`config.mk`:
```
export PLATFORM = sky130hd
export DESIGN_NAME = aux_req_fmt
export DESIGN_NICKNAME = d
export VERILOG_FILES = /design/src/rtl/aux_fmt_pkg.sv /design/src/rtl/aux_hdr_build.sv /design/src/rtl/aux_tx_shift.sv /design/src/rtl/aux_rsp_decode.sv /design/src/rtl/aux_req_fmt.sv
export SDC_FILE = /design/constraint.sdc
export NUM_CORES = 1
export LEC_CHECK = 0
export BUFFER_PORTS_ARGS = -buffer_cell sky130_fd_sc_hd__buf_2
export CAP_MARGIN = 0
export CORE_MARGIN = 2
export CORE_UTILIZATION = 50
export DETAILED_ROUTE_END_ITERATION = 10
export PLACE_DENSITY = 0.85
export SLEW_MARGIN = 20
export SYNTH_ARGS = -nofsm -noshare
export SYNTH_HDL_FRONTEND = slang
export SYNTH_SLANG_ARGS = --single-unit
```
`constraint.sdc`:
```
create_clock -name clk -period 2.62 [get_ports clk]
set_input_delay 0.131 -clock clk [delete_from_list [all_inputs] [get_ports clk]]
set_output_delay 0.131 -clock clk [all_outputs]
set_load 0.05 [all_outputs]
```
`src/rtl/aux_fmt_pkg.sv`:
```
package aux_fmt_pkg;

    localparam int HDR_BYTES = 4;

    localparam logic [3:0] CMD_I2C_WR  = 4'h0;
    localparam logic [3:0] CMD_I2C_RD  = 4'h1;
    localparam logic [3:0] CMD_NAT_WR  = 4'h8;
    localparam logic [3:0] CMD_NAT_RD  = 4'h9;
    localparam logic [3:0] CMD_MOT_BIT = 4'h4;

    localparam logic [3:0] BARE_LEN_NIB = 4'd3;

    typedef enum logic [2:0] {
        ST_IDLE      = 3'd0,
        ST_SEND      = 3'd1,
        ST_WAIT_RSP  = 3'd2,
        ST_TAKE_DATA = 3'd3,
        ST_DONE      = 3'd4
    } fmt_state_t;

    typedef enum logic [2:0] {
        CPL_OK      = 3'd0,
        CPL_TIMEOUT = 3'd1,
        CPL_FLAGS   = 3'd2,
        CPL_ERROR   = 3'd3,
        CPL_TOO_BIG = 3'd4,
        CPL_BAD_CMD = 3'd5
    } cpl_code_t;

endpackage

```
`src/rtl/aux_hdr_build.sv`:
```
module aux_hdr_build
    import aux_fmt_pkg::*;
#(
    parameter int MAX_PAYLOAD = 16,
    parameter int SIZE_W      = 5,
    parameter int IDX_W       = 5
) (
    input  logic [3:0]                      cmd,
    input  logic [15:0]                     addr,
    input  logic [SIZE_W-1:0]               size,
    output logic [HDR_BYTES-1:0][7:0]       hdr,
    output logic [IDX_W-1:0]                frame_len,
    output logic                            is_read,
    output logic                            cmd_ok,
    output logic                            size_ok
);

    logic [3:0]       base_cmd;
    logic [IDX_W-1:0] total_len;
    logic [3:0]       lo_nib;
    logic [3:0]       hi_nib;

    always_comb begin
        base_cmd  = cmd & ~CMD_MOT_BIT;
        cmd_ok    = (base_cmd == CMD_I2C_WR) || (base_cmd == CMD_I2C_RD) ||
                    (base_cmd == CMD_NAT_WR) || (base_cmd == CMD_NAT_RD);
        is_read   = base_cmd[0];
        size_ok   = (size <= SIZE_W'(MAX_PAYLOAD));
        total_len = IDX_W'(HDR_BYTES) + IDX_W'(size);

        if (size == '0) begin
            lo_nib = 4'd0;
        end else begin
            lo_nib = 4'(size - SIZE_W'(1));
        end

        if (size == '0) begin
            hi_nib = BARE_LEN_NIB;
        end else if (is_read) begin
            hi_nib = 4'(HDR_BYTES);
        end else begin
            hi_nib = total_len[3:0];
        end

        hdr[0]    = addr[7:0];
        hdr[1]    = addr[15:8];
        hdr[2]    = {cmd, 4'h0};
        hdr[3]    = {hi_nib, lo_nib};
        frame_len = is_read ? IDX_W'(HDR_BYTES) : total_len;
    end

endmodule

```
`src/rtl/aux_tx_shift.sv`:
```
module aux_tx_shift
    import aux_fmt_pkg::*;
#(
    parameter int MAX_PAYLOAD = 16,
    parameter int IDX_W       = 5
) (
    input  logic                          clk,
    input  logic                          rst_n,
    input  logic                          load,
    input  logic                          advance,
    input  logic [HDR_BYTES-1:0][7:0]     hdr,
    input  logic [MAX_PAYLOAD*8-1:0]      payload,
    input  logic [IDX_W-1:0]              len_in,
    output logic [7:0]                    cur_byte,
    output logic                          cur_last
);

    localparam int FRAME_MAX = HDR_BYTES + MAX_PAYLOAD;
    localparam int FRAME_W   = FRAME_MAX * 8;

    logic [FRAME_W-1:0] load_vec;
    logic [FRAME_W-1:0] frame_q;
    logic [IDX_W-1:0]   idx_q;
    logic [IDX_W-1:0]   len_q;

    for (genvar g = 0; g < FRAME_MAX; g++) begin : g_slot
        if (g < HDR_BYTES) begin : g_hdr
            assign load_vec[g*8 +: 8] = hdr[g];
        end else begin : g_pay
            assign load_vec[g*8 +: 8] = payload[(g-HDR_BYTES)*8 +: 8];
        end
    end

    always_ff @(posedge clk or negedge rst_n) begin
        if (!rst_n) begin
            frame_q <= '0;
            idx_q   <= '0;
            len_q   <= '0;
        end else if (load) begin
            frame_q <= load_vec;
            idx_q   <= '0;
            len_q   <= len_in;
        end else if (advance) begin
            idx_q   <= idx_q + IDX_W'(1);
        end
    end

    always_comb begin
        cur_byte = '0;
        for (int b = 0; b < FRAME_MAX; b++) begin
            if (idx_q == IDX_W'(b)) begin
                cur_byte = frame_q[b*8 +: 8];
            end
        end
        cur_last = (idx_q == (len_q - IDX_W'(1)));
    end

endmodule

```
`src/rtl/aux_rsp_decode.sv`:
```
module aux_rsp_decode
    import aux_fmt_pkg::*;
#(
    parameter int SIZE_W = 5,
    parameter int RLEN_W = 8
) (
    input  logic [7:0]        status,
    input  logic [7:0]        reply,
    input  logic [RLEN_W-1:0] rlen,
    input  logic [SIZE_W-1:0] size,
    input  logic              is_read,
    output cpl_code_t         code,
    output logic [3:0]        nibble,
    output logic [SIZE_W-1:0] keep_cnt,
    output logic              take_data
);

    logic ok;

    always_comb begin
        ok = !((status == 8'd1) || (status == 8'd2) || (status == 8'd3));
        code   = ok ? CPL_OK : cpl_code_t'(status[2:0]);
        nibble = ok ? 4'(reply >> 4) : 4'd0;

        if (!ok) begin
            keep_cnt = '0;
        end else if (!is_read) begin
            keep_cnt = size;
        end else if (rlen < RLEN_W'(size)) begin
            keep_cnt = SIZE_W'(rlen);
        end else begin
            keep_cnt = size;
        end

        take_data = ok && is_read && (rlen != '0);
    end

endmodule

```
`src/rtl/aux_req_fmt.sv`:
```
module aux_req_fmt
    import aux_fmt_pkg::*;
#(
    parameter int MAX_PAYLOAD = 16,
    parameter int SIZE_W      = 5,
    parameter int RLEN_W      = 8
) (
    input  logic                       clk,
    input  logic                       rst_n,
    input  logic                       req_valid,
    output logic                       req_ready,
    input  logic [3:0]                 req_cmd,
    input  logic [15:0]                req_addr,
    input  logic [SIZE_W-1:0]          req_size,
    input  logic [MAX_PAYLOAD*8-1:0]   req_payload,
    output logic                       tx_valid,
    input  logic                       tx_ready,
    output logic [7:0]                 tx_byte,
    output logic                       tx_last,
    input  logic                       rsp_valid,
    output logic                       rsp_ready,
    input  logic [7:0]                 rsp_status,
    input  logic [7:0]                 rsp_reply,
    input  logic [RLEN_W-1:0]          rsp_len,
    input  logic                       rx_valid,
    output logic                       rx_ready,
    input  logic [7:0]                 rx_byte,
    output logic                       rd_valid,
    output logic [7:0]                 rd_byte,
    output logic                       done_valid,
    output logic [2:0]                 done_code,
    output logic [3:0]                 done_reply,
    output logic [SIZE_W-1:0]          done_count
);

    localparam int IDX_W = $clog2(HDR_BYTES + MAX_PAYLOAD + 1);

    fmt_state_t state_q, state_d;

    logic [HDR_BYTES-1:0][7:0] hdr;
    logic [IDX_W-1:0]          frame_len;
    logic                      is_read, cmd_ok, size_ok;
    logic [7:0]                cur_byte;
    logic                      cur_last;
    logic                      load, advance;

    cpl_code_t                 dec_code;
    logic [3:0]                dec_nib;
    logic [SIZE_W-1:0]         dec_keep;
    logic                      dec_take;

    logic [SIZE_W-1:0]         size_q;
    logic                      is_read_q;
    cpl_code_t                 code_q;
    logic [3:0]                reply_q;
    logic [SIZE_W-1:0]         count_q;
    logic [RLEN_W-1:0]         rem_q;
    logic [SIZE_W-1:0]         taken_q;
    logic                      fwd;

    aux_hdr_build #(
        .MAX_PAYLOAD (MAX_PAYLOAD),
        .SIZE_W      (SIZE_W),
        .IDX_W       (IDX_W)
    ) u_hdr (
        .cmd       (req_cmd),
        .addr      (req_addr),
        .size      (req_size),
        .hdr       (hdr),
        .frame_len (frame_len),
        .is_read   (is_read),
        .cmd_ok    (cmd_ok),
        .size_ok   (size_ok)
    );

    aux_tx_shift #(
        .MAX_PAYLOAD (MAX_PAYLOAD),
        .IDX_W       (IDX_W)
    ) u_shift (
        .clk      (clk),
        .rst_n    (rst_n),
        .load     (load),
        .advance  (advance),
        .hdr      (hdr),
        .payload  (req_payload),
        .len_in   (frame_len),
        .cur_byte (cur_byte),
        .cur_last (cur_last)
    );

    aux_rsp_decode #(
        .SIZE_W (SIZE_W),
        .RLEN_W (RLEN_W)
    ) u_dec (
        .status    (rsp_status),
        .reply     (rsp_reply),
        .rlen      (rsp_len),
        .size      (size_q),
        .is_read   (is_read_q),
        .code      (dec_code),
        .nibble    (dec_nib),
        .keep_cnt  (dec_keep),
        .take_data (dec_take)
    );

    // next-state selection
    always_comb begin
        state_d = state_q;
        unique case (state_q)
            ST_IDLE: begin
                if (req_valid) begin
                    state_d = (size_ok && cmd_ok) ? ST_SEND : ST_DONE;
                end
            end
            ST_SEND: begin
                if (tx_ready && cur_last) state_d = ST_WAIT_RSP;
            end
            ST_WAIT_RSP: begin
                if (rsp_valid) state_d = dec_take ? ST_TAKE_DATA : ST_DONE;
            end
            ST_TAKE_DATA: begin
                if (rx_valid && (rem_q == RLEN_W'(1))) state_d = ST_DONE;
            end
            ST_DONE: state_d = ST_IDLE;
            default: state_d = ST_IDLE;
        endcase
    end

    // state register
    always_ff @(posedge clk or negedge rst_n) begin
        if (!rst_n) state_q <= ST_IDLE;
        else        state_q <= state_d;
    end

    assign load    = (state_q == ST_IDLE) && req_valid;
    assign advance = (state_q == ST_SEND) && tx_ready;
    assign fwd     = (state_q == ST_TAKE_DATA) && rx_valid && (taken_q < size_q);

    // request and reply bookkeeping
    always_ff @(posedge clk or negedge rst_n) begin
        if (!rst_n) begin
            size_q    <= '0;
            is_read_q <= 1'b0;
            code_q    <= CPL_OK;
            reply_q   <= '0;
            count_q   <= '0;
            rem_q     <= '0;
            taken_q   <= '0;
        end else begin
            if (load) begin
                size_q    <= req_size;
                is_read_q <= is_read;
                reply_q   <= '0;
                count_q   <= '0;
                if (!size_ok)     code_q <= CPL_TOO_BIG;
                else if (!cmd_ok) code_q <= CPL_BAD_CMD;
                else              code_q <= CPL_OK;
            end
            if ((state_q == ST_WAIT_RSP) && rsp_valid) begin
                code_q  <= dec_code;
                reply_q <= dec_nib;
                count_q <= dec_keep;
                rem_q   <= rsp_len;
                taken_q <= '0;
            end
            if ((state_q == ST_TAKE_DATA) && rx_valid) begin
                rem_q <= rem_q - RLEN_W'(1);
                if (fwd) taken_q <= taken_q + SIZE_W'(1);
            end
        end
    end

    // outputs
    always_comb begin
        req_ready  = 1'b0;
        tx_valid   = 1'b0;
        tx_byte    = '0;
        tx_last    = 1'b0;
        rsp_ready  = 1'b0;
        rx_ready   = 1'b0;
        rd_valid   = 1'b0;
        rd_byte    = '0;
        done_valid = 1'b0;
        done_code  = '0;
        done_reply = '0;
        done_count = '0;
        unique case (state_q)
            ST_IDLE:  req_ready = 1'b1;
            ST_SEND: begin
                tx_valid = 1'b1;
                tx_byte  = cur_byte;
                tx_last  = cur_last;
            end
            ST_WAIT_RSP: rsp_ready = 1'b1;
            ST_TAKE_DATA: begin
                rx_ready = 1'b1;
                rd_valid = fwd;
                rd_byte  = fwd ? rx_byte : 8'h00;
            end
            ST_DONE: begin
                done_valid = 1'b1;
                done_code  = code_q;
                done_reply = reply_q;
                done_count = count_q;
            end
            default: ;
        endcase
    end

endmodule

```
# After elaboration in Yosys (flattened, before gate mapping)
# Index checks and enable logic that the tools add are counted.
# op_classes
n_mux	64
eq_ne	35
add_sub_neg	6
order_cmp	3
n_reduce_logical	25
# op_table
cell	n
2-to-1 mux 8 bit	25
2-to-1 mux 5 bit	12
== test 5 x 4 -> 1 bit (second input constant)	8
2-to-1 mux 3 bit	12
2-to-1 mux 4 bit	7
== test 5 x 3 -> 1 bit (second input constant)	4
== test 5 bit (second input constant)	4
== test 8 x 1 -> 1 bit (second input constant)	2
== test 8 x 2 -> 1 bit (second input constant)	2
case mux 3 bit (4 select lines)	1
adder 5 x 1 -> 5 bit (second input constant)	2
== test 5 x 2 -> 1 bit (second input constant)	2
logical AND 1 bit	10
zero test 5 bit	2
== test 3 bit (second input constant)	3
less-than comparator 8 x 5 -> 1 bit	1
inequality test 2 bit (second input constant)	4
nonzero test 8 bit	1
subtractor 8 x 1 -> 8 bit (second input constant)	1
2-to-1 mux 1 bit	7
== test 3 x 1 -> 1 bit (second input constant)	2
== test 3 x 2 -> 1 bit (second input constant)	2
nonzero test 2 bit	3
adder 3 x 5 -> 5 bit (first input constant)	1
11 further kinds	15
# totals
regBits	200
output_inout_bits	35

# Logic depth before layout (Yosys ltp)
# Gate-level depths: netlist of run 1.
# logic_depth
ltp_word	22
ltp_mapped	12
mapped_depth_nobuf	8

# Hierarchy
# A second synthesis of run 1 with hierarchy kept.
# unflattened
cells_unflattened	1046
hier_area_um2	11053.1
# modules_own_cells
module	area_each_um2	n_inst	cells_per_inst
aux_tx_shift	8381.8	1	742
aux_req_fmt	1944.4	1	200
aux_hdr_build	380.4	1	56
aux_rsp_decode	346.6	1	48

# Worst setup path before layout of run 1
# No wires, ideal clock.
# synth_path
path_type	flip-flop to output port
from	register u_shift.idx_q[0]
to	output tx_byte[5]
path_buffers	3
t_arrival_ns	4.488
slack_ns	-1.999
stages_incl_launch_ff	11
path_cell_list	dfrtp_1 ha_1 clkbuf_1 clkbuf_1 and3_1 ha_1 clkbuf_1 nand2_1 a21oi_1 a211oi_1 a2111oi_0
# synth_between
elab_chain_cells	22
word_cells_on_any_way	41
# synth_lines
element	line_no	text
start: declaration	aux_tx_shift.sv:23	logic [IDX_W-1:0] idx_q;
start signal: assignment	aux_tx_shift.sv:44	idx_q <= idx_q + IDX_W'(1);
zero test 5 bit	aux_tx_shift.sv:51	if (idx_q == IDX_W'(b)) begin
2-to-1 mux 8 bit (19 in a row)	aux_tx_shift.sv:51	
2-to-1 mux 8 bit (*)	aux_tx_shift.sv:51	
2-to-1 mux 8 bit (*)	aux_req_fmt.sv:187	unique case (state_q)
end: declaration	aux_req_fmt.sv:18	output logic [7:0] tx_byte,
# Every way passes the cells marked *; elsewhere a longest branch is shown, timed or not.

# Worst setup path after layout of run 1
# layout_path
from	register u_shift.idx_q[0]
to	output tx_byte[0]
# Same word-level chain as after synthesis.

==> metrics.csv, run 1 <==
metric,value,unit
result_of_the_run,finished with violations,
failed_checks,setup timing,
layout.area.seq,4980,um^2
area_of_combinational_cells_with_multiple_inputs,5500,um^2
synthTopCellsByCount,"nand2_1, dfrtp_1, o21ai_0",
timing.max_slew.rel_slack,50.5,%
hold_end,rem_q[4],
use_met2,58.1,%
synth-edff-count,0,
intPower,7.83,mW
synth.avg_cell_area,8.28,um^2
cts_buffers,17,
route.detailed.drc,0,
final_cells,1988,
total_half_perimeter_wirelength_after_legalization_and_detailed_placement,23900,um
clockBufferDepth,2,
met3_usage,6.26,%
p_per_area,877,nW/um^2
worst_clock_skew,10.4,ps
synth_area_leader_cell,dfrtp_1,
gr-usage-all-layers,34.5,%
startpoint,u_shift.idx_q[0],
synth_sequential_area_ratio,47.9,%
slowest_delay,490,ps
layout.filler_cells,1281,
cp-end-kind,output port,
floorplan_die_area,22000,um^2
worst_slew_pin_slew,739,ps
post-layout-total-power,13.6,mW
synthesis.area,10400,um^2
hp-start,rsp_len[4],
r2r_end,u_shift.idx_q[3],
setup_repair_after_global_routing_missed_its_margin,true,
critical_path.max_fanout,5,
hold_viol,0,
ports,226,
grt_pass1_wl,59500,um
drtIter0Drc,1430,
share_of_async_settable_or_async_resettable_flops_after_synthesis,100,%
syn2layout_area_growth,49.5,%
number_of_global_route_vias_before_repair,11500,
pwr-share-clk,19.6,%
power.sequential.fraction,40.5,%
power_leakage,7.67,nW
arrival,3060,ps
min_path_cells,3,
grt_max_degree,153,
numPortBuffers,221,
antenna_left,0,
fin_util,76.6,%
grt_most_used_layer,met2,
clkSlewWorstSetupHoldPaths,80,ps
synth_cells,1256,
cts_tree,yes,
mappedNetlistNets,1467,
num_vias,11700,
initial_utilization,51.2,%
final_setup_violating_endpoints,8,
netSwitchingFraction,42.6,%
design.core.area,20300,um^2
timing.critical_path.slowest_stage_cell,dfrtp_2,
rrSetupSlack,200,ps
detail_route.wirelength,40500,um
setup_ws,-571,ps
ys_ff_latch,199,
reg2reg_from,state_q[0],
viasPerCell,5.89,
globalRoute.totalOverflow,0,
use_met1,44.3,%
vdd.ir_drop.worst,0.570,mV
antenna_found_initial,3,
r2r.worst_path.cells,7,
gp_congestion,0.979,
combPwrFrac,39.9,%
yosysTopAreaCellShare,47.9,%
ranking_of_synthesized_cells_by_area,"dfrtp_1, nand2_1, o21ai_0",
finish.net_count,1913,
synthDistinctLibCells,72,
htreeDepth,4,
placementRows,52,
wl_per_cell,20.4,um
finalWorstPathRequiredPeriod,3190,ps
max_freq,0.313,GHz
dieHeight,148,um
path_cells,inv_4 -> ha_4 -> clkbuf_16 -> buf_4 -> nand4b_1 -> nand2_2 -> o22ai_1 -> o21ai_0 -> o211ai_1 -> o22ai_4 -> buf_6,
first_pass_iteration_count_of_the_detailed_router,6,
yosysWarnings,0,
place.detailed.instances,1767,
clk_root_buffer_cell,clkbuf_16,
netSwitchingPower,5.80,mW
post-synth-top-count-cell,nand2_1,
number_of_max_cap_violations,0,
die-width,148,um
clock_latency_on_the_worst_skew_pair,450,ps
critPathKind,reg2out,
yosys_most_used_dff,dfrtp_1,
worst_min_path_class,in2reg,
clock_sinks,199,
cp-start-kind,register,
drv_slew,0,
worstPathRequired,2490,ps
drive_above_1_share,26.9,%
finalCritPeriodShare,122,%
[layout by cell type, fill, tap and decap left out, drive strengths merged, types with 6 or more instances in the layout]
| master | count |
|---|---|
| buf | 337 |
| a211oi | 11 |
| ha | 20 |
| inv | 40 |
| dlygate4sd3 | 163 |
| o211ai | 11 |
| clkbuf | 24 |
| a31oi | 6 |
| nand3 | 11 |
| a22oi | 6 |
| dfrtp | 199 |
| nand2b | 9 |
| a21oi | 44 |
| and2 | 27 |
| and3 | 6 |
| xor2 | 6 |
| a22o | 7 |
| clkinv | 10 |
| nor3 | 16 |
| o221ai | 7 |
| o22ai | 21 |
| nand4b | 6 |
| o21ai | 57 |
| a221oi | 12 |
| xnor2 | 8 |
| nand2 | 497 |
| mux2i | 6 |
| nor2b | 7 |
| nor4 | 7 |
| nor2 | 42 |
| o311ai | 7 |
[flip-flops by register name, summed over array words and instances (netlist names)]
name / flops
code_q: 3
count_q: 5
rem_q: 8
reply_q: 4
size_q: 5
state_q: 3
taken_q: 5
u_shift.frame_q: 156
u_shift.idx_q: 5
u_shift.len_q: 5
[power by group through the flow]
stage | Clock, mW | Sequential (mW) | Combinational, mW
final | 2.67 | 5.52 | 5.43
after global routing | 2.80 | 5.59 | 5.94
after CTS | 2.67 | 5.36 | 5.04
after detailed placement | 0 | 5.40 | 4.67
after global placement | 0 | 5.35 | 4.50
after floorplan | 0 | 4.97 | 3.23
[routing by layer]
metal / wire [um] / part of all wire [%]
met3: 3510 / 8.7
met5: 0 / 0
met4: 2200 / 5.4
met2: 19600 / 48
met1: 15200 / 37
[repair_timing]
| item | 4_1_cts | 5_1_grt |
|---|---|---|
| pin swaps | 13 | 27 |
| resized for setup | 40 | 84 |
| buffers inserted | 12 | 11 |
| gates cloned | 0 | 1 |
| endpoints found under the hold margin | 241 | 0 |
| setup endpoints to repair | 8 | 13 |
| hold buffers | 163 | 0 |
[worst max-delay path by stage]
stage | endpoint | slack [ps] | cells after the start
2_1_floorplan | tx_byte[5] | -200 | 11
3_3_place_gp | tx_byte[6] | -210 | 10
3_5_place_dp | tx_byte[6] | -310 | 10
4_1_cts | tx_byte[6] | -460 | 10
5_1_grt | tx_byte[5] | -610 | 12
6_report | tx_byte[0] | -570 | 11
[kinds of logic after synthesis]
logic type,synth area share (%)
adders and majority gates,2.41
DFF,47.9
AOI/OAI and AO/OA,15.2
buffers and inverters,4.48
xor gates and xnor gates,1.18
muxes,0.578
and+or+nand+nor,28.3
[worst max-delay path, delay by kind of cell, from the launching register on]
| family | cells | cell delay (ps) |
|---|---|---|
| AO/OA/AOI/OAI | 4 | 810 |
| AND/OR/NAND/NOR | 2 | 590 |
| adder cells (fa/ha/maj) | 1 | 170 |
| buffers and inverters | 4 | 550 |
| flip-flops | 1 | 490 |
[metrics by stage]
stage | hold slack (ps) | cell area, um^2 | TNS, ps | worst slack (ps)
finish | 5.55 | 15500 | -3930 | -571
global route | 24.1 | 15500 | -4360 | -605
CTS | 2.70 | 15000 | -3450 | -457
detailed placement | 228 | 12500 | -897 | -305
global placement | 221 | 12500 | -581 | -207
floorplan | -165 | 10500 | -203 | -203
[area by class of cell]
type                       instances  share of cell area, %
multi-input combinational        942                   35.4
sequential                       199                   32.1
timing repair buffer             507                   25.5
clock buffer                      17                   2.74
tap                              270                   2.17
clock inverter                    15                   1.20
inverter                          35                  0.861
antenna                            3                 0.0483
(Power assumes the default switching activity.)
==> run 2, diff against run 1 <==
REMOVE_ABC_BUFFERS = 1   (was not set)
==> run 2 against run 1 <==
The run still ends with setup timing left; power shrank 0.85%; non-clock buffer count up 6; sequential power is essentially flat; highest routed layer unchanged.
==> metrics.csv, run 2 (synthesis results as in run 1) <==
metric,value,unit,change
netSwitchingFraction,41.7,%,-0.86 points
area_of_combinational_cells_with_multiple_inputs,5600,um^2,+1.8%
finalWorstPathRequiredPeriod,3110,ps,-78.2 ps
finish.net_count,1919,,+0.31%
die-width,148,um,unchanged
gr-usage-all-layers,34.0,%,-0.46 points
antenna_found_initial,0,,-3
worst_clock_skew,13.2,ps,+2.77 ps
place_ws,-257,ps,+48.3 ps
number_of_global_route_vias_before_repair,11500,,+0.39%
wl_per_cell,19.2,um,-5.7%
drtIter0Drc,1269,,-11%
initial_utilization,51.2,%,unchanged
power.sequential.fraction,40.8,%,+0.3 points
netSwitchingPower,5.64,mW,-2.9%
number_of_max_cap_violations,0,,unchanged
hp-start,tx_ready,,
critical_path.max_fanout,10,,+5
layout.filler_cells,1241,,-3.1%
reg2reg_from,state_q[1],,
vdd.ir_drop.worst,0.491,mV,-14%
layout.area.seq,4980,um^2,about the same
most_used_cells_in_the_layout_excluding_fill_and_tap_cells,"nand2_1, buf_2, dfrtp_1",,
cts_buffers,17,,unchanged
design.core.area,20300,um^2,unchanged
worst_slew_pin_slew,801,ps,+61.8 ps
cp-start-kind,register,,
syn2layout_area_growth,50.0,%,
largest_register_by_flop_count,u_shift.frame_q,,
p_per_area,867,nW/um^2,-1.2%
clockBufferDepth,2,,unchanged
clkSlewWorstSetupHoldPaths,70,ps,about the same
intPower,7.88,mW,+0.64%
total_half_perimeter_wirelength_after_legalization_and_detailed_placement,23300,um,-2.5%
floorplan_die_area,22000,um^2,unchanged
final_setup_violating_endpoints,8,,unchanged
route.detailed.drc,0,,unchanged
viasPerCell,5.81,,-1.4%
detail_route.wirelength,38300,um,-5.5%
setup_total_negative_slack,-2650,ps,+1280 ps
globalRoute.totalOverflow,0,,unchanged
critPathKind,reg2out,,
n_antenna_cell,0,,-3
ports,226,,unchanged
clock_sinks,199,,unchanged
top_regs,"u_shift.frame_q x156, rem_q x8",,
worstPathRequired,2490,ps,about the same
drv_slew,0,,unchanged
fin_util,76.8,%,+0.28 points
startpoint,u_shift.idx_q[0],,
clk_root_buffer_cell,clkbuf_16,,
largest_register_ffs,156,,unchanged
result_of_the_run,finished with violations,,
cp-end-kind,output port,,
timing.hold.ws,78.1,ps,+72.5 ps
dieHeight,148,um,unchanged
num_vias,11600,,-1.2%
grt_max_degree,91,,-41%
finalCritPeriodShare,119,%,-3.0 points
gp_congestion,1.02,,+4.3%
layout.cells.most_common,nand2_1,,
htreeDepth,4,,unchanged
grt_pass1_wl,58700,um,-1.4%
post-layout-total-power,13.5,mW,-0.85%
max_freq,0.321,GHz,+2.5%
setup_repair_after_global_routing_missed_its_margin,true,,
cts_tree,yes,,
setup_ws,-493,ps,+78.2 ps
arrival,2980,ps,-80 ps
failed_checks,setup timing,,
numPortBuffers,221,,unchanged
drive_above_1_share,28.3,%,+1.4 points
first_pass_iteration_count_of_the_detailed_router,6,,unchanged
power_leakage,7.70,nW,+0.37%
timing.max_slew.rel_slack,46.6,%,-3.9 points
placementRows,52,,unchanged
antenna_left,0,,unchanged
hold_viol,0,,unchanged
clock_latency_on_the_worst_skew_pair,460,ps,about the same
combPwrFrac,39.6,%,-0.3 points
pwr-share-clk,19.6,%,about the same
worst_min_path_class,in2reg,,
[run 2: cell count changes in the layout (fill, tap and decap cells not counted), sizes merged]
cell / before / now
clkinvlp: 0 / 2
buf: 337 / 342
dlygate4sd3: 163 / 168
inv: 40 / 43
clkbuf: 24 / 20
clkinv: 10 / 4
bufinv: 0 / 1
diode: 3 / 0
[run 2: worst paths after layout]
| kind | end | cells past startpoint | slack, ps |
|---|---|---|---|
| worst max-delay path | tx_byte[6] | 11 | -490 |
| worst min-delay path | state_q[0] | 3 | 80 |
| worst max register to register | u_shift.frame_q[147] | 6 | 280 |
| worst min register to register | u_shift.frame_q[33] | 2 | 480 |
| max in group asynchronous | u_shift.idx_q[1] | 3 | 1620 |
| min in group asynchronous | rem_q[1] | 2 | 230 |
[run 2: area by class of cell]
cell class | instances | share of cell area (%)
repair buffers | 513 | 25.4
multi-input cells | 942 | 35.9
clock buffers | 17 | 2.73
well taps | 270 | 2.17
clock inverters | 15 | 1.01
inverters | 35 | 0.874
flip-flops and latches | 199 | 31.9
[run 2: per-stage QoR]
stage          instance area [um^2]  std cells
5_1_grt                       15600       1991
3_5_place_dp                  12400       1775
4_1_cts                       15300       1990
6_report                      15600       1991
3_3_place_gp                  12400       1775
2_1_floorplan                 10100       1176
[run 2: repair_timing]
item	CTS	global route
hold buffers	168	0
endpoints found under the setup margin	8	16
gates resized for setup	127	61
endpoints found under the hold margin	229	0
pin swaps	48	33
cloned	1	0
buffers inserted	19	6
[run 2: worst max-delay path: stages, from the launching register on]
cell and delay, ps:
dfrtp_2 470, inv_4 70, ha_4 190, buf_12 140
buf_6 140, a21o_1 160, o221a_2 220, o32a_1 350
o211ai_1 330, a211o_1 220, a21oi_2 70, buf_6 160
[run 2: power groups by stage]
stage	Combinational, mW	Sequential, mW	Clock [mW]
floorplan	3.11	4.97	0
global placement	4.30	5.33	0
detailed placement	4.46	5.35	0
CTS	5.01	5.36	2.64
global route	5.84	5.60	2.77
finish	5.35	5.52	2.65
[run 2: per-layer routing]
layer,vias up,wire (um),track usage (%)
met3,165,3190,6.69
met5,-,0,0
li1,5160,-,-
met2,713,18800,58.9
met4,0,1730,15.0
met1,5535,14600,41.4
==> run 3, diff against run 2 <==
SYNTH_HIERARCHICAL = 1   (was not set)
==> run 3 against run 2 <==
The run still ends with setup timing left; final area increased by 3.2%; synthesized area increased by 6.3%; sequential share of layout area decreased by 0.24 points; worst hold slack got worse by 44 ps; combinational power increased by 48%; power increased by 27%; die area increased by 6.1%; largest cell class unchanged; largest power group is now combinational logic; highest routed layer unchanged.
==> metrics.csv, run 3 <==
metric,value,unit,change
result_of_the_run,finished with violations,,
failed_checks,setup timing,,
grt_pass1_wl,61800,um,+5.3%
layout.cells.most_common,buf_2,,
timing.critical_path.slowest_stage_cell,dfrtp_1,,
numPortBuffers,221,,unchanged
number_of_global_route_vias_before_repair,11400,,-1.3%
placementRows,54,,+3.8%
ys_ff_latch,204,,+2.5%
viasPerCell,6.06,,+4.2%
gp_congestion,0.954,,-6.6%
cp-end-kind,output port,,
gr-usage-all-layers,33.4,%,-0.60 points
num_vias,10900,,-5.5%
synth_area_leader_cell,dfrtp_1,,
antenna_left,0,,unchanged
clock_sinks,204,,+2.5%
design.core.area,21800,um^2,+7.2%
grt_max_degree,77,,-15%
die-width,153,um,+3.0%
rrSetupSlack,310,ps,+30 ps
p_per_area,1070,nW/um^2,+23%
netSwitchingFraction,38.6,%,-3.1 points
finalCritPeriodShare,134,%,+15 points
syn2layout_area_growth,45.7,%,
antenna_found_initial,3,,+3
worst_clock_skew,16.8,ps,+3.60 ps
setup_ws,-889,ps,-397 ps
synth_sequential_area_ratio,46.2,%,-1.7 points
path_cells,buf_4 -> ha_4 -> and3_1 -> ha_1 -> buf_4 -> buf_6 -> nor2_1 -> o2111ai_1 -> a211oi_4 -> a211oi_1 -> and2_1 -> buf_6,,
synthDistinctLibCells,82,,+14%
synthTopCellsByCount,"dfrtp_1, mux2_2, nand2_1",,
largest_register_ffs,160,,+2.6%
finalWorstPathRequiredPeriod,3510,ps,+397 ps
timing.hold.ws,34.2,ps,-43.9 ps
drive_above_1_share,41.1,%,+13 points
dieHeight,153,um,+3.0%
worst_slew_pin_slew,680,ps,-121 ps
yosysTopAreaCellShare,46.2,%,-1.7 points
yosys_most_used_dff,dfrtp_1,,
wl_per_cell,22.8,um,+19%
critPathKind,reg2out,,
vdd.ir_drop.worst,0.688,mV,+40%
cp-start-kind,register,,
slowest_delay,400,ps,-70 ps
pwr-share-clk,19.3,%,-0.3 points
power.sequential.fraction,34.7,%,-6.1 points
netSwitchingPower,6.66,mW,+18%
most_used_cells_in_the_layout_excluding_fill_and_tap_cells,"buf_2, dfrtp_1, dlygate4sd3_1",,
clkSlewWorstSetupHoldPaths,60,ps,about the same
yosysWarnings,6,,+6
worst_min_path_class,in2reg,,
timing.max_slew.rel_slack,54.4,%,+7.8 points
synth-edff-count,0,,unchanged
total_half_perimeter_wirelength_after_legalization_and_detailed_placement,23400,um,+0.42%
route.detailed.drc,0,,unchanged
final_setup_violating_endpoints,8,,unchanged
clk_root_buffer_cell,clkbuf_16,,
intPower,10.6,mW,+34%
setup_repair_after_global_routing_missed_its_margin,true,,
top_regs,"u_shift/frame_q x160, rem_q x8",,
floorplan_die_area,23300,um^2,+6.1%
clock_latency_on_the_worst_skew_pair,510,ps,+50 ps
ranking_of_synthesized_cells_by_area,"dfrtp_1, mux2_2, nand2_1",,
post-synth-top-count-cell,dfrtp_1,,
largest_register_by_flop_count,u_shift/frame_q,,
power_leakage,7.25,nW,-5.8%
max_freq,0.285,GHz,-11%
ports,226,,unchanged
detail_route.wirelength,41200,um,+7.6%
worstPathRequired,2490,ps,about the same
first_pass_iteration_count_of_the_detailed_router,7,,+1
drtIter0Drc,1302,,+2.6%
synth.avg_cell_area,10.6,um^2,+28%
setup_total_negative_slack,-5970,ps,-3320 ps
number_of_max_cap_violations,0,,unchanged
globalRoute.totalOverflow,0,,unchanged
critical_path.max_fanout,7,,-3
finish.net_count,1718,,-10%
arrival,3380,ps,+400 ps
share_of_async_settable_or_async_resettable_flops_after_synthesis,100,%,unchanged
cts_buffers,22,,+5
cts_tree,yes,,
initial_utilization,50.8,%,-0.42 points
htreeDepth,1,,-3
post-layout-total-power,17.2,mW,+27%
drv_slew,0,,unchanged
hold_viol,0,,unchanged
combPwrFrac,46.0,%,+6.4 points
layout.filler_cells,1361,,+9.7%
synthesis.area,11100,um^2,+6.3%
synth_cells,1046,,-17%
clockBufferDepth,3,,+1
[run 3: cell type report]
class	instances	area (um^2)	area share [%]
timing repair buffer	522	3970	24.7
clock buffer	31	646	4.01
sequential	204	5100	31.7
inverter	40	159	0.987
antenna	3	7.51	0.0466
multi-input combinational	716	5740	35.7
tap	280	350	2.18
clock inverter	8	120	0.746
[run 3: final timing paths]
path | start | endpoint | cells past startpoint
hold reg to reg | count_q[1] | count_q[1] | 1
hold / removal | rsp_status[1] | code_q[1] | 3
setup / recovery | u_shift/idx_q[0] | tx_byte[5] | 12
max in group asynchronous | rst_n | u_shift/frame_q[155] | 3
setup reg to reg | state_q[0] | u_shift/frame_q[112] | 5
min in group asynchronous | rst_n | rem_q[6] | 2
[run 3: worst max-delay path: cells and delay by family (launching register included)]
family | cells | cell delay, ps
and+or+nand+nor | 3 | 590
buffers and inverters | 4 | 660
adders and majority gates | 2 | 410
DFF | 1 | 400
AOI/OAI and AO/OA | 3 | 780
[run 3: cells by family after synthesis]
logic type | share of synthesized area, %
multiplexers | 16.3
flip-flops | 46.2
AND/OR/NAND/NOR | 14.6
XOR/XNOR | 0.792
adder cells (fa/ha/maj) | 2.38
other | 0.0679
AO/OA/AOI/OAI | 14.0
buffers and inverters | 5.66
[run 3: routing by layer]
layer / GRT usage, % / vias to the layer above / wire length, um
li1: - / 4682 / -
met2: 56.8 / 762 / 19500
met5: 0 / - / 0
met4: 14.9 / 0 / 2510
met3: 8.11 / 246 / 3820
met1: 40.5 / 5241 / 15300
[run 3: what timing repair did]
item / CTS / global route
resized for setup: 77 / 40
hold buffers: 168 / 0
endpoints found under the hold margin: 239 / 0
pin swaps: 21 / 9
endpoints found under the setup margin: 9 / 18
setup buffers: 5 / 6
[run 3: power groups by stage]
stage	sequential, mW	clock (mW)	combinational, mW
final	5.97	3.32	7.93
after global routing	6.08	3.47	8.34
after CTS	5.80	3.32	7.18
after detailed placement	5.81	0	6.37
after global placement	5.76	0	6.19
after floorplan	5.40	0	4.45
[run 3: through the flow]
| stage | cells | worst slack [ps] | util (%) | area (um^2) |
|---|---|---|---|---|
| detailed placement | 1583 | -406 | 59.9 | 13000 |
| global placement | 1583 | -459 | 59.9 | 13000 |
| CTS | 1795 | -616 | 73.0 | 15900 |
| global route | 1804 | -859 | 74.0 | 16100 |
| finish | 1804 | -889 | 74.0 | 16100 |
| floorplan | 960 | -3200 | - | 10600 |
